<file path="config.mk">
export PLATFORM = sky130hd
export DESIGN_NAME = dma_lite_master
export DESIGN_NICKNAME = d
export VERILOG_FILES = /design/src/rtl/dma_lite_pkg.sv /design/src/rtl/dma_lite_timer.sv /design/src/rtl/dma_lite_seq.sv /design/src/rtl/dma_lite_result.sv /design/src/rtl/dma_lite_master.sv
export SDC_FILE = /design/constraint.sdc
export NUM_CORES = 1
export LEC_CHECK = 0
export ABC_AREA = 1
export ABC_CLOCK_PERIOD_IN_PS = 1800
export CORE_AREA = 2 2 121 123
export CTS_BUF_LIST = sky130_fd_sc_hd__clkbuf_4 sky130_fd_sc_hd__clkbuf_8 sky130_fd_sc_hd__clkbuf_16
export CTS_CLUSTER_SIZE = 28
export DETAILED_ROUTE_END_ITERATION = 10
export DIE_AREA = 0 0 123 125
export HOLD_SLACK_MARGIN = 0.15
export PLACE_DENSITY = 0.75
export SETUP_SLACK_MARGIN = 0.05
export SLEW_MARGIN = 20
export SYNTH_ARGS = -nofsm -noshare
export SYNTH_HDL_FRONTEND = slang
export SYNTH_HIERARCHICAL = 1
export SYNTH_SLANG_ARGS = --single-unit
</file>
<file path="constraint.sdc">
create_clock -name clk -period 1.8 [get_ports clk]
set_clock_uncertainty 0.1 [all_clocks]
set_input_delay 0.27 -clock clk [delete_from_list [all_inputs] [get_ports clk]]
set_output_delay 0.27 -clock clk [all_outputs]
set_load 0.02 [all_outputs]
</file>
<file path="src/rtl/dma_lite_pkg.sv">
package dma_lite_pkg;

   typedef enum logic [1:0] {
      PH_IDLE = 2'd0,
      PH_ADDR = 2'd1,
      PH_DATA = 2'd2
   } phase_t;

   localparam logic [1:0] TRANS_IDLE   = 2'b00;
   localparam logic [1:0] TRANS_NONSEQ = 2'b10;
   localparam logic [2:0] BURST_SINGLE = 3'b000;

endpackage

</file>
<file path="src/rtl/dma_lite_timer.sv">
module dma_lite_timer #(
   parameter int LIMIT = 20,
   localparam int CNT_W = (LIMIT < 2) ? 1 : $clog2(LIMIT + 1)
) (
   input  logic clk,
   input  logic rst_n,
   input  logic start,
   input  logic run,
   output logic expire
);

   generate
      if (LIMIT == 0) begin : g_no_timer
         assign expire = 1'b0;
      end else begin : g_timer
         logic [CNT_W-1:0] cnt;

         always_ff @(posedge clk) begin
            if (!rst_n)
               cnt <= '0;
            else if (start)
               cnt <= '0;
            else if (run && cnt != CNT_W'(LIMIT - 1))
               cnt <= cnt + 1'b1;
         end

         assign expire = run && (cnt == CNT_W'(LIMIT - 1));
      end
   endgenerate

endmodule

</file>
<file path="src/rtl/dma_lite_seq.sv">
module dma_lite_seq
   import dma_lite_pkg::*;
(
   input  logic   clk,
   input  logic   rst_n,
   input  logic   start,
   input  logic   bus_ready,
   input  logic   expire,
   output phase_t phase,
   output logic   done,
   output logic   abort
);

   phase_t phase_nx;

   assign done  = (phase == PH_DATA) && bus_ready;
   assign abort = expire && !done;

   always_comb begin
      phase_nx = phase;
      unique case (phase)
         PH_IDLE: if (start) phase_nx = PH_ADDR;
         PH_ADDR: begin
            if (expire)         phase_nx = PH_IDLE;
            else if (bus_ready) phase_nx = PH_DATA;
         end
         PH_DATA: if (bus_ready || expire) phase_nx = PH_IDLE;
         default: phase_nx = PH_IDLE;
      endcase
   end

   always_ff @(posedge clk) begin
      if (!rst_n) phase <= PH_IDLE;
      else        phase <= phase_nx;
   end

endmodule

</file>
<file path="src/rtl/dma_lite_result.sv">
module dma_lite_result #(
   parameter int DATA_W = 32
) (
   input  logic              clk,
   input  logic              rst_n,
   input  logic              start,
   input  logic              done,
   input  logic              abort,
   input  logic              is_write,
   input  logic [DATA_W-1:0] bus_rdata,
   output logic [DATA_W-1:0] rdata,
   output logic              err
);

   always_ff @(posedge clk) begin
      if (!rst_n) begin
         rdata <= '0;
         err   <= 1'b0;
      end else begin
         if (done && !is_write)
            rdata <= bus_rdata;
         else if (abort && !is_write)
            rdata <= '0;

         if (start)      err <= 1'b0;
         else if (abort) err <= 1'b1;
      end
   end

endmodule

</file>
<file path="src/rtl/dma_lite_master.sv">
module dma_lite_master
   import dma_lite_pkg::*;
#(
   parameter int ADDR_W      = 32,
   parameter int DATA_W      = 32,
   parameter int SIZE_W      = 2,
   parameter int BUS_SIZE_W  = 3,
   parameter int TIMEOUT_CYC = 20
) (
   input  logic                  clk,
   input  logic                  rst_n,
   input  logic [ADDR_W-1:0]     req_addr,
   input  logic [DATA_W-1:0]     req_wdata,
   input  logic [SIZE_W-1:0]     req_size,
   input  logic                  req_rd,
   input  logic                  req_wr,
   output logic [DATA_W-1:0]     req_rdata,
   output logic                  req_ok,
   output logic                  req_err,
   output logic [ADDR_W-1:0]     m_addr,
   output logic [1:0]            m_trans,
   output logic                  m_write,
   output logic [BUS_SIZE_W-1:0] m_size,
   output logic [2:0]            m_burst,
   output logic [DATA_W-1:0]     m_wdata,
   input  logic [DATA_W-1:0]     m_rdata,
   input  logic                  m_ready
);

   localparam int SIZE_PAD = BUS_SIZE_W - SIZE_W;

   generate
      if (DATA_W < 8 || (DATA_W & (DATA_W - 1)) != 0) begin : g_bad_data_w
         $error("DATA_W must be a power of two of at least 8");
      end
      if (ADDR_W < 8) begin : g_bad_addr_w
         $error("ADDR_W must be at least 8");
      end
      if (SIZE_PAD < 0) begin : g_bad_size_w
         $error("BUS_SIZE_W must not be narrower than SIZE_W");
      end
      if (TIMEOUT_CYC < 0) begin : g_bad_timeout
         $error("TIMEOUT_CYC must not be negative");
      end
   endgenerate

   phase_t phase;
   logic   start, done, abort, expire, busy;

   logic [ADDR_W-1:0] cmd_addr;
   logic [DATA_W-1:0] cmd_wdata;
   logic [SIZE_W-1:0] cmd_size;
   logic              cmd_write;

   assign busy  = (phase != PH_IDLE);
   assign start = !busy && (req_rd ^ req_wr);

   always_ff @(posedge clk) begin
      if (!rst_n) begin
         cmd_addr  <= '0;
         cmd_wdata <= '0;
         cmd_size  <= '0;
         cmd_write <= 1'b0;
      end else if (start) begin
         cmd_addr  <= req_addr;
         cmd_wdata <= req_wdata;
         cmd_size  <= req_size;
         cmd_write <= req_wr;
      end
   end

   dma_lite_timer #(
      .LIMIT (TIMEOUT_CYC)
   ) u_timer (
      .clk    (clk),
      .rst_n  (rst_n),
      .start  (start),
      .run    (busy),
      .expire (expire)
   );

   dma_lite_seq u_seq (
      .clk       (clk),
      .rst_n     (rst_n),
      .start     (start),
      .bus_ready (m_ready),
      .expire    (expire),
      .phase     (phase),
      .done      (done),
      .abort     (abort)
   );

   dma_lite_result #(
      .DATA_W (DATA_W)
   ) u_result (
      .clk       (clk),
      .rst_n     (rst_n),
      .start     (start),
      .done      (done),
      .abort     (abort),
      .is_write  (cmd_write),
      .bus_rdata (m_rdata),
      .rdata     (req_rdata),
      .err       (req_err)
   );

   generate
      if (SIZE_PAD > 0) begin : g_size_pad
         assign m_size = {{SIZE_PAD{1'b0}}, cmd_size};
      end else begin : g_size_direct
         assign m_size = BUS_SIZE_W'(cmd_size);
      end
   endgenerate

   assign req_ok  = !busy;
   assign m_addr  = cmd_addr;
   assign m_write = cmd_write;
   assign m_wdata = cmd_wdata;
   assign m_burst = BURST_SINGLE;
   assign m_trans = (phase == PH_ADDR) ? TRANS_NONSEQ : TRANS_IDLE;

endmodule

</file>
# Word level (Yosys, flattened, before mapping)
# Cells that the tools add are included.
[word_totals]
regBits = 107
inputBits = 103
elab_cells = 42
[classes]
n_addsub = 1
n_eq_ne = 7
muxes = 8
bitwise = 2
reduce_logical = 16
[op_table]
columns = ["operator", "n"]
rows = [
  ["$mux W32", 2],
  ["$mux W2", 5],
  ["$logic_and A1 B1 Y1", 7],
  ["$pmux W2 S3", 1],
  ["$add A5 B1 Y5 const B", 1],
  ["$eq A5 B5 Y1 const B", 1],
  ["$ne A5 B5 Y1 const B", 1],
  ["$ne A2 B2 Y1 const B", 2],
  ["$reduce_bool A2 Y1", 2],
  ["$logic_not A1 Y1", 3],
  ["$ne A3 B2 Y1 const B", 1],
  ["$reduce_and A3 Y1", 1],
  ["$eq A2 B1 Y1 const B", 1],
  ["$eq A2 B2 Y1 const B", 1],
  ["$logic_not A2 Y1", 1],
  ["$reduce_or A2 Y1", 1],
  ["$logic_or A1 B1 Y1", 1],
  ["$not A1 Y1", 1],
  ["$xor A1 B1 Y1", 1],
]

# Depth between registers and ports, before layout
# Gate-level depths: netlist (run 1).
[logic_depth]
depth_word = 7
depth_mapped = 11

# Cells and area by module
# The synthesis (run 1) kept the hierarchy.
[by_module_without_submodules]
columns = ["module", "instances", "cells_per_inst", "area_each_um2"]
rows = [
  ["dma_lite_master", 1, 584, 3514.6],
  ["dma_lite_result", 1, 148, 1586.5],
  ["dma_lite_timer", 1, 41, 266.5],
  ["dma_lite_seq", 1, 21, 115.1],
]

# Least setup slack after synthesis (run 1)
# OpenSTA, ideal clock, no wires.
[synth_timing]
kind = "reg2reg"
start = "reg u_seq.phase[1]"
end = "reg u_result.rdata[0]"
t_arrival_ns = 1.943
required_ns = 1.634
slack_ns = -0.310
stages_incl_launch_ff = 12
n_path_buf = 2
period_less_slack_ns = 2.110
path_cell_list = "dfxtp_1 > nor2_4 > buf_1 > inv_1 > inv_1 > nor2_1 > o21ai_1 > inv_1 > nand2_2 > buf_2 > nand3_1 > a21oi_2"
[synth_rtl]
columns = ["element", "line_no", "source"]
rows = [
  ["start: declaration", "dma_lite_seq.sv:9", "output phase_t phase,"],
  ["start signal: assignment", "dma_lite_seq.sv:34", "else phase <= phase_nx;"],
  ["$reduce_bool A2 Y1", "dma_lite_master.sv:55", "assign busy = (phase != PH_IDLE);"],
  ["via busy", "dma_lite_master.sv:48", "logic start, done, abort, expire, busy;"],
  ["$logic_and A1 B1 Y1", "dma_lite_timer.sv:27", "assign expire = run && (cnt == CNT_W'(LIMIT - 1));"],
  ["via expire", "dma_lite_master.sv:48", ""],
  ["$logic_and A1 B1 Y1", "dma_lite_seq.sv:17", "assign abort = expire && !done;"],
  ["via abort", "dma_lite_master.sv:48", ""],
  ["$logic_and A1 B1 Y1", "dma_lite_result.sv:22", "else if (abort && !is_write)"],
  ["$reduce_bool A2 Y1 (no source line)", "--", ""],
  ["end signal: assignment", "dma_lite_result.sv:21", "rdata <= bus_rdata;"],
  ["end: declaration", "dma_lite_result.sv:11", "output logic [DATA_W-1:0] rdata,"],
]
# The timed path passes the listed nets, and every way through them passes these cells.
# A chain may end at the register's enable or synchronous reset.

# Worst setup path after layout (run 1)
[layout_timing]
start = "reg u_seq.phase[0]"
end = "out req_ok"
[layout_via]
elab_chain_cells = 2
[layout_rtl]
columns = ["element", "line_no", "source"]
rows = [
  ["$reduce_bool A2 Y1", "dma_lite_master.sv:55", ""],
  ["$logic_not A1 Y1", "dma_lite_master.sv:115", "assign req_ok = !busy;"],
  ["end: declaration", "dma_lite_master.sv:18", "output logic req_ok,"],
]
# Every way passes these cells.

==> tab_implementation.tex, run 1 <==
\begin{tabular}{lr}
\hline
Metric & Value \\
\hline
\multicolumn{2}{l}{\textbf{Run status}} \\
Run status & complete, no violations \\
\multicolumn{2}{l}{\textbf{Timing}} \\
Post-route setup TNS & 0 ns \\
Hold violation count in the final report & 0 \\
Min Tclk post-route & between 1.5 and 2 ns \\
Share of the cycle needed by the critical path after routing & 96.2\% \\
F\_max & 0.578 GHz \\
Number of max-slew violations in the final report & 0 \\
Setup repair after global routing missed its margin & yes \\
Final-report setup violation count & 0 \\
\multicolumn{2}{l}{\textbf{CTS}} \\
Clock transition time at the flip-flop clock pins of the worst setup and hold paths & 0.08 ns \\
Number of CTS-inserted buffers & 9 \\
Clock Path Buffers & 2 \\
Clock insertion delay at the later pin of the skew report & $\sim$0.34 ns \\
Sink count of the clock tree & roughly 110 \\
CTS HTree Levels & 3 \\
CTS tree & done \\
Buffer type at the clock tree root & sky130\_fd\_sc\_hd\_\_clkbuf\_16 \\
\multicolumn{2}{l}{\textbf{Setup path}} \\
CP startpoint kind & register \\
Critical path class & reg -> out \\
Signal arrival time at the worst endpoint & 1.36 ns \\
Critical path data required time & 1.43 ns \\
Maximum fanout along the worst path & 5 \\
Kind of end point of the critical path & primary output \\
\multicolumn{2}{l}{\textbf{Flow run}} \\
\# Max-Cap Violations & 0 \\
\multicolumn{2}{l}{\textbf{Global route}} \\
Met1 capacity usage during global routing & 22.9\% \\
GR Util met3 & under 10\% \\
Global Route Usage Sum & a little under a fifth \\
Global-route wire length before repair & roughly 24000 um \\
Busiest metal layer after global routing & met2 \\
Antenna violations before repair & 0 \\
Pin count of the biggest net entering global routing & 56 \\
Aggregate global routing overflow & 0 \\
M2 GR Usage & 31.4\% \\
Vias in the first global route & 4977 \\
\multicolumn{2}{l}{\textbf{Placed design}} \\
I/O Buffers & $\sim$200 \\
Routability Congestion & 0.790 \\
Half-perimeter wire length of the detailed placement result & approximately 10000 um \\
\multicolumn{2}{l}{\textbf{Cells and area}} \\
Fillcell total & 1280 \\
Number of inserted diodes & 0 \\
Area of all sequential standard cells & 2150 sq um \\
Layout cells sized above 1 & around an eighth \\
Final \#Nets & 1098 \\
Relative area change from synthesis to final layout & 49.6\% \\
Area used by multi-input combinational logic & 2250 sq um \\
\multicolumn{2}{l}{\textbf{Pwr}} \\
Power per unit of standard cell area & 817 nW/um\^{}2 \\
Peak supply drop & between 0.4 and 0.5 mV \\
Pleak & around 4.1 nW \\
Total Power & 0.00670 W \\
\multicolumn{2}{l}{\textbf{Synth}} \\
Dominant combinational cell family by area after synthesis & simple AND/OR/NAND/NOR gates \\
Summed instance area of the synthesized netlist & $\sim$5500 sq um \\
Multiplexer fraction of the synthesized cell area & 0\% \\
XOR/XNOR Fraction of Synth Area & 0\% \\
Count of warnings emitted by yosys & 6 \\
Post-synthesis cell type count & 27 \\
Seq cells post-synth & 107 \\
Share of synthesized cell area in and, or, nand and nor gates & between 30\% and 40\% \\
Biggest area contributors in the synthesized netlist & sky130\_fd\_sc\_hd\_\_dfxtp\_1 39\%, sky130\_fd\_sc\_hd\_\_inv\_1 15\%, sky130\_fd\_sc\_hd\_\_nand2\_1 10\%, sky130\_fd\_sc\_hd\_\_nand4\_1 7.5\%, sky130\_fd\_sc\_hd\_\_nand2\_4 6.4\% \\
Avg Cell Area, Syn & 6.91 sq um \\
Post-synthesis sequential area ratio & 39.1\% \\
Number of instances in the synthesized netlist & between 700 and 800 \\
Post-synth top area cell & sky130\_fd\_sc\_hd\_\_dfxtp\_1 \\
Top-area cell type share of the netlist area & 39.1\% \\
Fraction of the mapped netlist area in adder cells & 0.228\% \\
Synth Area in Compound Gates & a little under 6\% \\
\multicolumn{2}{l}{\textbf{Detailed routing}} \\
DR iter-0 viols & between 200 and 300 \\
Average via count per standard cell & 4.42 \\
Drt first pass iters & 4 \\
Via count & 5224 \\
Final ANT Viol Nets & 0 \\
Per-cell routed wire length & 12.5 um \\
DRC Markers & 0 \\
Final wirelength & 14700 um \\
\multicolumn{2}{l}{\textbf{Floorplan}} \\
Total core area & 14200 sq um \\
Die Footprint & 15400 sq um \\
Height of the die & 125 um \\
Number of I/O pins & 210 \\
Starting density of the core & 38.6\% \\
Site row count & 44 \\
Die extent in x & 123 um \\
\multicolumn{2}{l}{\textbf{Worst hold path}} \\
HP Class & in -> reg \\
\hline
\end{tabular}
[layout by cell type (no fill, tap or decap), types with 5 or more instances in the layout]
cell / netlist / layout
sky130_fd_sc_hd__nand4_1: 66 / 66
sky130_fd_sc_hd__buf_4: 5 / 19
sky130_fd_sc_hd__a21oi_1: 7 / 7
sky130_fd_sc_hd__nor2_1: 84 / 82
sky130_fd_sc_hd__nand2_1: 148 / 146
sky130_fd_sc_hd__clkbuf_16: 0 / 10
sky130_fd_sc_hd__conb_1: 1 / 5
sky130_fd_sc_hd__clkdlybuf4s50_1: 0 / 199
sky130_fd_sc_hd__nand2_4: 31 / 32
sky130_fd_sc_hd__inv_1: 214 / 213
sky130_fd_sc_hd__dfxtp_1: 107 / 103
sky130_fd_sc_hd__a21oi_2: 30 / 30
sky130_fd_sc_hd__buf_12: 3 / 11
sky130_fd_sc_hd__nand3_1: 37 / 37
[final cells by class]
cell class                 instances  area share (%)
tap                              184            2.81
clock buffer                       9            2.75
clock inverter                     7            1.04
sequential                       107            26.2
timing repair buffer             237            29.8
multi-input combinational        421            27.4
inverter                         218            10.0
[critical path, stage by stage, from the launching register on]
cell	delay (ns)
sky130_fd_sc_hd__dfxtp_2	0.36
sky130_fd_sc_hd__nor2_4	0.18
sky130_fd_sc_hd__buf_4	0.15
sky130_fd_sc_hd__dlygate4sd2_1	0.33
[metal layers]
| layer | vias up | wire (um) |
|---|---|---|
| met1 | 2307 | 6250 |
| li1 | 2736 | - |
| met4 | 0 | 425 |
| met2 | 151 | 6880 |
| met3 | 30 | 1180 |
| met5 | - | 0 |
[cell families after synthesis]
family / Yosys count
other: 1
buffers and inverters: 270
AOI/OAI and AO/OA: 41
DFF: 107
adders and majority gates: 1
and+or+nand+nor: 374
[Yosys cell counts (all sizes together)]
| library cell | count |
|---|---|
| or2 | 1 |
| nand3 | 38 |
| nor2 | 85 |
| o21bai | 1 |
| conb | 1 |
| nand2 | 182 |
| clkbuf | 8 |
| buf | 44 |
| ha | 1 |
| dfxtp | 107 |
| clkinv | 1 |
| o21ai | 3 |
| a21oi | 37 |
| nor3 | 2 |
| nand4 | 66 |
| inv | 217 |
[what timing repair did]
item                       CTS  global route
setup endpoints to repair   35            47
pin swaps                    0             2
gates cloned                 0             2
buffers inserted             0             3
resized for setup            4             8
hold endpoints to repair     1             0
hold buffers                 1             0
[per-stage QoR]
step | cells | instance area [sq um] | hold slack, ns | worst slack (ns) | util, %
after floorplan | 798 | 5510 | 0.302 | 0.0838 | -
after global placement | 1161 | 7810 | 0.369 | 0.0553 | 55.0
after detailed placement | 1161 | 7810 | 0.374 | 0.0256 | 55.0
after CTS | 1178 | 8130 | 0.374 | 0.0516 | 57.2
after global routing | 1183 | 8200 | 0.408 | 0.0134 | 57.8
final | 1183 | 8200 | 0.386 | 0.0691 | 57.8
[state kept, by name, summed over array words and instances, names as in the netlist]
| name | flops |
|---|---|
| m_addr | 32 |
| m_wdata | 32 |
| u_result/rdata | 32 |
| u_timer/g_timer.cnt | 5 |
| cmd_size | 2 |
| u_seq/phase | 2 |
| m_write | 1 |
| u_result/err | 1 |
[path summary, 6_finish.rpt]
| check | slack (ns) | to | cells past startpoint | startpoint |
|---|---|---|---|---|
| worst max-delay path | 0.07 | req_ok | 3 | u_seq/phase[0] |
| worst min-delay path | 0.39 | u_result/rdata[24] | 3 | m_rdata[24] |
| worst min register to register | 0.39 | u_result/rdata[13] | 2 | u_result/rdata[13] |
| worst max register to register | 0.13 | u_result/rdata[19] | 11 | u_timer/g_timer.cnt[0] |
[power breakdown]
| group | total (W) | switching (W) | internal (W) |
|---|---|---|---|
| Combinational | 0.00193 | 0.00104 | 0.000891 |
| Sequential | 0.00270 | 0.000116 | 0.00258 |
| Clock | 0.00208 | 0.000972 | 0.00111 |
| Total | 0.00670 | 0.00213 | 0.00458 |
Note: power is estimated with default switching activity, not from simulation.
==> run 2, diff against run 1 <==
--- a/config.mk
+++ b/config.mk
@@ -7,16 +7,17 @@
 export LEC_CHECK = 0
 export ABC_AREA = 1
 export ABC_CLOCK_PERIOD_IN_PS = 1800
-export CORE_AREA = 2 2 121 123
-export CTS_BUF_LIST = sky130_fd_sc_hd__clkbuf_4 sky130_fd_sc_hd__clkbuf_8 sky130_fd_sc_hd__clkbuf_16
+export CORE_AREA = 2 2 119 121
+export CTS_BUF_LIST = sky130_fd_sc_hd__clkbuf_4
 export CTS_CLUSTER_SIZE = 28
 export DETAILED_ROUTE_END_ITERATION = 10
-export DIE_AREA = 0 0 123 125
+export DIE_AREA = 0 0 121 123
 export HOLD_SLACK_MARGIN = 0.15
-export PLACE_DENSITY = 0.75
+export PLACE_DENSITY = 0.78
 export SETUP_SLACK_MARGIN = 0.05
 export SLEW_MARGIN = 20
 export SYNTH_ARGS = -nofsm -noshare
 export SYNTH_HDL_FRONTEND = slang
 export SYNTH_HIERARCHICAL = 1
 export SYNTH_SLANG_ARGS = --single-unit
+export TNS_END_PERCENT = 30
==> tab_implementation.tex, run 2 (synthesis results as in run 1) <==
\begin{tabular}{lr}
\hline
Metric & Value \\
\hline
\multicolumn{2}{l}{\textbf{Run status}} \\
Run status & complete, no violations \\
\multicolumn{2}{l}{\textbf{CTS}} \\
CTS tree & done \\
Clock transition time at the flip-flop clock pins of the worst setup and hold paths & 0.19 ns \\
Number of CTS-inserted buffers & 9 \\
Buffer type at the clock tree root & sky130\_fd\_sc\_hd\_\_clkbuf\_4 \\
CTS HTree Levels & 3 \\
Clock insertion delay at the later pin of the skew report & 0.49 ns \\
Clock Path Buffers & 2 \\
Sink count of the clock tree & 107 \\
\multicolumn{2}{l}{\textbf{Cells and area}} \\
Final instance area & 7830 sq um \\
Relative area change from synthesis to final layout & 42.8\% \\
Commonest cells after routing, fill and taps aside & 213 x sky130\_fd\_sc\_hd\_\_inv\_1, 146 x sky130\_fd\_sc\_hd\_\_nand2\_1, 103 x sky130\_fd\_sc\_hd\_\_dfxtp\_1 \\
Final \#Nets & 1094 \\
Number of inserted diodes & 0 \\
Most common cell after layout, fill and taps aside & sky130\_fd\_sc\_hd\_\_inv\_1 \\
Layout cells sized above 1 & 12.7\% \\
Fillcell total & 1310 \\
\multicolumn{2}{l}{\textbf{Floorplan}} \\
Die extent in x & 121 um \\
Die Footprint & 14900 sq um \\
Height of the die & 123 um \\
Total core area & $\sim$14000 sq um \\
Number of I/O pins & 210 \\
Starting density of the core & 40.3\% \\
Site row count & 43 \\
\multicolumn{2}{l}{\textbf{Setup path}} \\
Signal arrival time at the worst endpoint & 1.28 ns \\
Maximum fanout along the worst path & 4 \\
CP startpoint kind & register \\
Logic depth of the worst register-to-register path & 11 \\
Kind of end point of the critical path & primary output \\
Critical path class & reg -> out \\
Critical path data required time & $\sim$1.4 ns \\
\multicolumn{2}{l}{\textbf{Timing}} \\
Number of max-slew violations in the final report & 0 \\
F\_max & 0.607 GHz \\
Setup repair after global routing missed its margin & no \\
Min Tclk post-route & 1.65 ns \\
Final-report setup violation count & 0 \\
Hold violation count in the final report & 0 \\
Post-route setup TNS & 0 ns \\
Share of the cycle needed by the critical path after routing & 91.5\% \\
\multicolumn{2}{l}{\textbf{Global route}} \\
Aggregate global routing overflow & 0 \\
Antenna violations before repair & 0 \\
Global-route wire length before repair & 22900 um \\
Vias in the first global route & 4693 \\
Pin count of the biggest net entering global routing & 52 \\
Global Route Usage Sum & 19.2\% \\
\multicolumn{2}{l}{\textbf{Detailed routing}} \\
Final wirelength & 14300 um \\
Final ANT Viol Nets & 0 \\
Per-cell routed wire length & $\sim$12 um \\
Via count & 5189 \\
DR iter-0 viols & 348 \\
Average via count per standard cell & approximately 4.4 \\
Drt first pass iters & 4 \\
DRC Markers & 0 \\
\multicolumn{2}{l}{\textbf{Worst hold path}} \\
Hold Path Depth & 3 \\
HP Class & in -> reg \\
\multicolumn{2}{l}{\textbf{Pwr}} \\
Power per unit of standard cell area & 729 nW/um\^{}2 \\
Pleak & 4.41 nW \\
Peak supply drop & 0.344 mV \\
\multicolumn{2}{l}{\textbf{Placed design}} \\
Routability Congestion & roughly 0.84 \\
Cell area after placement & 7750 sq um \\
I/O Buffers & 204 \\
Half-perimeter wire length of the detailed placement result & 9870 um \\
\multicolumn{2}{l}{\textbf{Flow run}} \\
\# Max-Cap Violations & 0 \\
\hline
\end{tabular}
## run 2: cell types whose count changed in the layout (fill, tap and decap cells not counted), moves of 2 or more
cell and change:
sky130_fd_sc_hd__clkbuf_4 +9, sky130_fd_sc_hd__inv_6 +2, sky130_fd_sc_hd__clkdlybuf4s50_1 -98, sky130_fd_sc_hd__clkbuf_16 -9, sky130_fd_sc_hd__buf_2 +2, sky130_fd_sc_hd__buf_12 -2, sky130_fd_sc_hd__clkinv_4 -2, sky130_fd_sc_hd__dlygate4sd2_1 +97
## run 2: area by class of cell
cell class	count	area, sq um	share of cell area (%)
Tap cell	180	225	2.88
Multi-Input combinational cell	421	2240	28.6
Clock inverter	7	68.8	0.879
Inverter	218	823	10.5
Timing Repair Buffer	233	2250	28.8
Clock buffer	9	67.6	0.863
Sequential cell	107	2150	27.5
## run 2: what timing repair did
action | in CTS | in global routing
setup endpoints to repair | 103 | 36
cloned | 0 | 1
setup buffers | 0 | 4
hold buffers | 1 | 0
endpoints found under the hold margin | 16 | 0
pin swaps | 0 | 2
gates resized for setup | 109 | 6
## run 2: metal layers
metal  GRT usage (%)  part of all wire, %  routed length [um]  vias up
met4            7.49                  1.8                 261        0
met3            6.83                  9.0                1290       19
met5               0                    0                   0        -
met2            30.9                   48                6780      172
met1            23.5                   42                5930     2268
li1                -                    -                   -     2730
## run 2: path summary, 6_finish.rpt
check                         start                 end  slack (ns)
max reg2reg  u_timer/g_timer.cnt[1]  u_result/rdata[15]        0.16
max                  u_seq/phase[0]              req_ok        0.15
min                     m_rdata[24]  u_result/rdata[24]        0.21
min reg2reg      u_result/rdata[25]  u_result/rdata[25]        0.39
## run 2: metrics by stage
stage / power, W / setup WS, ns / instances / hold slack, ns / utilization (%)
3_3_place_gp: 0.00465 / 0.0690 / 1153 / 0.366 / 56.9
6_report: 0.00571 / 0.154 / 1175 / 0.215 / 57.5
4_1_cts: 0.00576 / 0.0563 / 1170 / 0.169 / 57.1
5_1_grt: 0.00609 / 0.0435 / 1175 / 0.192 / 57.5
2_1_floorplan: 0.00381 / 0.0838 / 798 / 0.302 / -
3_5_place_dp: 0.00467 / 0.0253 / 1153 / 0.375 / 56.9
## run 2: worst max-delay path, stage by stage (launching register included)
cell and delay [ns]:
sky130_fd_sc_hd__dfxtp_4 0.40, sky130_fd_sc_hd__nor2_4 0.18, sky130_fd_sc_hd__buf_2 0.21
## run 2: where the power goes
group          leakage, nW  internal, W  switching [W]
logic                 3.46     0.000751        0.00104
clock network       0.0735     0.000322       0.000905
registers            0.882      0.00258       0.000106
